### src/rtl/adc_rd_pkg.sv
package adc_rd_pkg;
    localparam int RES_W   = 12;
    localparam int FRAME_W = 16;
    localparam int LEAD_W  = FRAME_W - RES_W;

    typedef logic [RES_W-1:0]   code_t;
    typedef logic [FRAME_W-1:0] frame_t;

    typedef struct packed {
        logic  valid;
        code_t data;
    } pend_t;

    function automatic code_t encode(code_t raw, logic twos);
        code_t c;
        c = raw;
        if (twos) c[RES_W-1] = ~raw[RES_W-1];
        return c;
    endfunction

    function automatic frame_t build_frame(code_t c);
        return {{LEAD_W{1'b0}}, c};
    endfunction
endpackage

### src/rtl/edge_sync.sv
module edge_sync #(
    parameter int STAGES = 2
) (
    input  logic clk,
    input  logic rst,
    input  logic din,
    output logic level,
    output logic rise,
    output logic fall
);
    logic [STAGES-1:0] chain;
    logic              prev;

    always_ff @(posedge clk) begin
        if (rst) begin
            chain <= '0;
            prev  <= 1'b0;
        end else begin
            chain <= {chain[STAGES-2:0], din};
            prev  <= chain[STAGES-1];
        end
    end

    assign level = chain[STAGES-1];
    assign rise  = level & ~prev;
    assign fall  = ~level & prev;

    AST_EDGE_SINGLE: assert property (@(posedge clk) disable iff (rst)
        rise |=> !rise);
endmodule

### src/rtl/conv_timer.sv
module conv_timer #(
    parameter int CYCLES = 1500
) (
    input  logic clk,
    input  logic rst,
    input  logic start,
    output logic busy,
    output logic done
);
    localparam int TW = $clog2(CYCLES + 1);
    logic [TW-1:0] remain;
    logic [TW:0]   run;

    always_ff @(posedge clk) begin
        if (rst) begin
            busy   <= 1'b0;
            remain <= '0;
        end else if (start && !busy) begin
            busy   <= 1'b1;
            remain <= TW'(CYCLES - 1);
        end else if (busy) begin
            if (remain == '0) busy <= 1'b0;
            else              remain <= remain - 1'b1;
        end
    end

    assign done = busy && (remain == '0);

    always_ff @(posedge clk) begin
        if (rst)       run <= '0;
        else if (busy) run <= run + 1'b1;
        else           run <= '0;
    end

    AST_CONV_LEN: assert property (@(posedge clk) disable iff (rst)
        busy |-> (run < (TW+1)'(CYCLES)));
    AST_CONV_FULL: assert property (@(posedge clk) disable iff (rst)
        $fell(busy) |-> ($past(run) == (TW+1)'(CYCLES - 1)));
endmodule

### src/rtl/frame_shifter.sv
module frame_shifter
    import adc_rd_pkg::*;
(
    input  logic   clk,
    input  logic   rst,
    input  logic   sclk_rise,
    input  logic   sclk_fall,
    input  logic   sclk_level,
    input  logic   cnv_fall,
    input  frame_t frame_i,
    output logic   sdata,
    output logic   oe,
    output logic   rd_active,
    output logic   rd_done
);
    localparam int CW = $clog2(FRAME_W + 1);
    localparam int IW = $clog2(FRAME_W);

    logic [CW-1:0] rcnt;
    logic [CW-1:0] nxt;
    logic [IW-1:0] idx;
    logic          clear;
    logic          at_end;

    assign clear  = cnv_fall && !sclk_level;
    assign at_end = (rcnt == CW'(FRAME_W));
    assign nxt    = at_end ? CW'(1) : rcnt + 1'b1;
    assign idx    = IW'(FRAME_W - int'(nxt));
    assign rd_done = sclk_fall && at_end && rd_active;

    always_ff @(posedge clk) begin
        if (rst || clear) begin
            rcnt      <= '0;
            oe        <= 1'b0;
            sdata     <= 1'b0;
            rd_active <= 1'b0;
        end else if (sclk_rise) begin
            rcnt      <= nxt;
            sdata     <= frame_i[idx];
            oe        <= 1'b1;
            rd_active <= 1'b1;
        end else if (sclk_fall && at_end) begin
            oe        <= 1'b0;
            sdata     <= 1'b0;
            rd_active <= 1'b0;
        end
    end

    AST_CNT_CLEAR: assert property (@(posedge clk) disable iff (rst)
        clear |=> (rcnt == '0 && !oe));
    AST_OE_ON_RISE: assert property (@(posedge clk) disable iff (rst)
        (sclk_rise && !clear) |=> oe);
    AST_OE_OFF_LAST: assert property (@(posedge clk) disable iff (rst)
        (sclk_fall && at_end && !sclk_rise && !clear) |=> !oe);
    AST_OE_HAS_POS: assert property (@(posedge clk) disable iff (rst)
        oe |-> (rcnt != '0));
endmodule

### src/rtl/adc_serial_readout.sv
module adc_serial_readout
    import adc_rd_pkg::*;
#(
    parameter int CONV_CYCLES = 1500,
    parameter int SYNC_STAGES = 2
) (
    input  logic             clk,
    input  logic             rst,
    input  logic             cnv_start,
    input  logic             sclk,
    input  logic [RES_W-1:0] conv_result,
    input  logic             fmt_twos,
    output logic             sdata,
    output logic             sdata_oe,
    output logic             converting,
    output logic             update_pending
);
    logic  s_lvl, s_rise, s_fall;
    logic  c_lvl, c_rise, c_fall;
    logic  t_done, rd_active, rd_done, read_busy;
    code_t out_reg, code_now;
    pend_t pend;

    edge_sync #(.STAGES(SYNC_STAGES)) u_sclk_sync (
        .clk(clk), .rst(rst), .din(sclk),
        .level(s_lvl), .rise(s_rise), .fall(s_fall));

    edge_sync #(.STAGES(SYNC_STAGES)) u_cnv_sync (
        .clk(clk), .rst(rst), .din(cnv_start),
        .level(c_lvl), .rise(c_rise), .fall(c_fall));

    conv_timer #(.CYCLES(CONV_CYCLES)) u_timer (
        .clk(clk), .rst(rst), .start(c_rise),
        .busy(converting), .done(t_done));

    frame_shifter u_shift (
        .clk(clk), .rst(rst),
        .sclk_rise(s_rise), .sclk_fall(s_fall), .sclk_level(s_lvl),
        .cnv_fall(c_fall), .frame_i(build_frame(out_reg)),
        .sdata(sdata), .oe(sdata_oe),
        .rd_active(rd_active), .rd_done(rd_done));

    assign code_now  = encode(conv_result, fmt_twos);
    assign read_busy = rd_active && !rd_done && !c_fall;

    always_ff @(posedge clk) begin
        if (rst) begin
            out_reg <= '0;
            pend    <= '0;
        end else if (t_done) begin
            if (read_busy) pend <= '{valid: 1'b1, data: code_now};
            else           out_reg <= code_now;
        end else if (pend.valid && (rd_done || c_fall)) begin
            out_reg    <= pend.data;
            pend.valid <= 1'b0;
        end
    end

    assign update_pending = pend.valid;

    AST_PEND_IN_READ: assert property (@(posedge clk) disable iff (rst)
        pend.valid |-> rd_active);
    AST_OUT_HOLD_READ: assert property (@(posedge clk) disable iff (rst)
        read_busy |=> $stable(out_reg));
    AST_FLUSH_ON_CNV: assert property (@(posedge clk) disable iff (rst)
        (c_fall && !t_done) |=> !pend.valid);
endmodule

### config.mk
export PLATFORM = sky130hd
export DESIGN_NAME = adc_serial_readout
export DESIGN_NICKNAME = d
export VERILOG_FILES = /design/src/rtl/adc_rd_pkg.sv /design/src/rtl/edge_sync.sv /design/src/rtl/conv_timer.sv /design/src/rtl/frame_shifter.sv /design/src/rtl/adc_serial_readout.sv
export SDC_FILE = /design/constraint.sdc
export NUM_CORES = 1
export LEC_CHECK = 0
export BUFFER_PORTS_ARGS = -buffer_cell sky130_fd_sc_hd__buf_2
export CORE_MARGIN = 3
export CORE_UTILIZATION = 45
export DETAILED_ROUTE_END_ITERATION = 8
export GPL_TIMING_DRIVEN = 1
export HOLD_SLACK_MARGIN = 0.06
export SYNTH_ARGS = -nofsm -noshare
export SYNTH_HDL_FRONTEND = slang
export SYNTH_SLANG_ARGS = --single-unit
### constraint.sdc
create_clock -name clk -period 4.4 [get_ports clk]
set_input_delay 0 -clock clk [delete_from_list [all_inputs] [get_ports clk]]
set_output_delay 0 -clock clk [all_outputs]
set_load 0.03 [all_outputs]
==> metrics.yaml <==
clock_network:
  numClockSinks: 50
  clk_pin_slew_worst_paths_ns: 0.09
  postCtsHoldBufs: 15
  cts.htree.levels: 2
  ctsLongestPathBuffers: 2
  cts.repair.resized: 0
  numCtsBuffers: 5
  clkLatencyLatePin_ns: 0.30
  cts_tree: "built"
  cts-root-buf: "clkbuf_8"
  post_cts_buffers: 0
setup_path:
  crit_path_max_incr_delay_ns: 0.85
  critPathSlowestCell: "or4_1"
  r2r_setup_slack_ns: 1.40
  path_class: "register to register"
  crit_arrival_ns: 3.21
  worstPathBufferInverterCount: 0
  crit_family: "simple AND/OR/NAND/NOR gates"
  end_kind: "register"
  critPathRequiredTime_ns: 4.60
  critPathLaunchType: "register"
  crit_fanout: 24
  worstPathCellList: "or4_1, or4_1, a2bb2oi_4, nor2_1, a311oi_2"
  cp_common_cell: "or4_1"
final_layout:
  final-seq-area_um2: 1001
  area_growth_syn_to_layout_pct: 14.51
  fin_nets: 325
  nFillCells: 461
  instances_no_fill: 372
  multi_input_area_um2: 1270
  utilization: 0.5529
  drive_above_1_share: 0.1344
  fin_area_um2: 2715
  diodes: 0
yosys:
  netlist_area_um2: 2371
  synth.net_count: 300
  synth.mux.area_fraction: 0.009499
  synth_xor_area_frac: 0.04802
  synthArstFlopShare: 0
  ys_ff_latch: 50
  ys_warn_count: 0
  synthTopCellsByArea: "dfxtp_1 (42%), nand2_1 (8.5%), a21oi_1 (5.3%), a311oi_2 (5.1%), nor2_1 (4.1%)"
  ys_top_cells_by_count: "nand2_1 (54), dfxtp_1 (50), nor2_1 (26), a21oi_1 (25), clkbuf_1 (12)"
  yosys.area_share.simple: 0.2654
  seq_area_frac_synth: 0.4222
  synth_top_cell_area_share: 0.4222
  synth_adder_area_share: 0.01583
  yosysTopAreaCell: "dfxtp_1"
  syn_inst: 280
  synth_top_family_by_area: "simple AND/OR/NAND/NOR gates"
  yosysMostFrequentCell: "nand2_1"
  synth_compound_area_frac: 0.1942
  avgSynthCellArea_um2: 8.468
  synth_edf_count: 0
  yosys_most_used_dff: "dfxtp_1"
  yosysUniqueCellTypes: 42
floorplan:
  initial_utilization: 0.4828
  die_h_um: 78.59
  io_pins: 21
  die_area_um2: 6176
  rows: 25
  core_area_um2: 4911
  die_width_um: 78.59
pwr:
  powerDensity_nw_per_um2: 315.9
  vdd_ir_drop_max_mv: 0.1775
  p_leak_uw: 0.0009118
timing:
  rsz0062_at_grt: "no"
  hold_viol: 0
  drv_slew: 0
  max_freq_ghz: 0.3331
  finClkSkew_ns: 0.006920
  timing.slew.headroom: 0.4533
  setup_tns_ns: 0
  period_needed_ns: 3.002
  setup_viol: 0
  timing.final.crit_share: 0.6822
  worst_pin_slew_ns: 0.8157
route:
  drc: 0
  drt_iter0_markers: 104
  vias: 1970
  via_per_inst: 5.296
  ant_nets: 0
  dr.pass1.iters: 4
  wl_per_cell_um: 13.07
  drt_wl_total_um: 4861
placement:
  hpwl_um: 3261
  placed_area_um2: 2485
  io_buffers: 20
  place_inst: 350
  finalWeightedCongestion: 0.8138
worst_hold_path:
  min_path_type: "input pin to register"
run_status:
  status: "complete, no violations"
global_routing:
  grt_overflow: 0
  antenna_found_initial: 0
  grt_pass1_vias: 1811
  grt_usage: 0.1705
  grt_max_degree: 43
  grt_pass1_wl_um: 8493
run:
  cap_violations: 0
## cell usage in the layout, fill, tap and decap left out, drive strengths merged, types with 3 or more instances in the layout
| master | Yosys | layout |
|---|---|---|
| nor2 | 26 | 26 |
| nor2b | 8 | 8 |
| clkbuf | 12 | 6 |
| nand3 | 4 | 4 |
| dfxtp | 50 | 50 |
| a311oi | 12 | 12 |
| nand2b | 9 | 9 |
| xnor2 | 5 | 5 |
| o21ai | 4 | 4 |
| a21oi | 25 | 25 |
| buf | 6 | 21 |
| nand4 | 4 | 4 |
| xor2 | 8 | 8 |
| a22oi | 3 | 3 |
| inv | 6 | 6 |
| or4 | 4 | 4 |
| dlygate4sd3 | 0 | 15 |
| nor3 | 3 | 3 |
| a211oi | 4 | 4 |
| nand2 | 54 | 54 |
| nor4 | 6 | 6 |
| ha | 3 | 3 |
| o31ai | 3 | 3 |
## stage by stage
stage	hold slack, ns	setup slack, ns	total power [uW]
after floorplan	0.1282	2.050	580.5
after global placement	0.2070	1.469	605.4
after global routing	0.1546	1.141	909.3
after detailed placement	0.2181	1.376	606.0
final	0.1518	1.398	857.7
after CTS	0.1366	1.339	870.2
## per-layer routing
layer,wire length (um),track usage,vias to the layer above
li1,-,-,1030
met1,2448,0.2358,901
met2,2210,0.2640,34
met3,147,0.03784,5
met4,55,0.05245,0
met5,0,0,-
## final timing paths
kind,depth (start not counted),endpoint,startpoint
worst max-delay path,5,out_reg[8],u_timer.remain[3]
worst min-delay path,5,out_reg[11],fmt_twos
worst max register to register,5,out_reg[8],u_timer.remain[3]
worst min register to register,1,u_cnv_sync.chain[1],u_cnv_sync.chain[0]
## final cells by class
class,instances,share of cell area
well taps,67,0.03088
clock inverters,1,0.002765
flip-flops and latches,50,0.3687
repair buffers,36,0.09493
clock buffers,6,0.02673
inverters,6,0.008295
multi-input cells,206,0.4677
## worst reg2reg max path: stages (launching register included)
cell	delay [ns]
dfxtp_1	0.36
or4_1	0.66
or4_1	0.85
a2bb2oi_4	0.65
nor2_1	0.11
a311oi_2	0.27
## where the power goes
group | switching [uW] | internal [uW] | total [uW]
combinational | 68.9 | 52.7 | 122
sequential | 15.8 | 470 | 486
clock | 141 | 109 | 250
total | 226 | 632 | 858
## logic make-up after synthesis
logic type               count (synthesis)
AO/OA/AOI/OAI                           60
XOR/XNOR                                13
adder cells (fa/ha/maj)                  3
buffers and inverters                   24
flip-flops                              50
multiplexers                             1
AND/OR/NAND/NOR                        129
(Power assumes the default switching activity.)
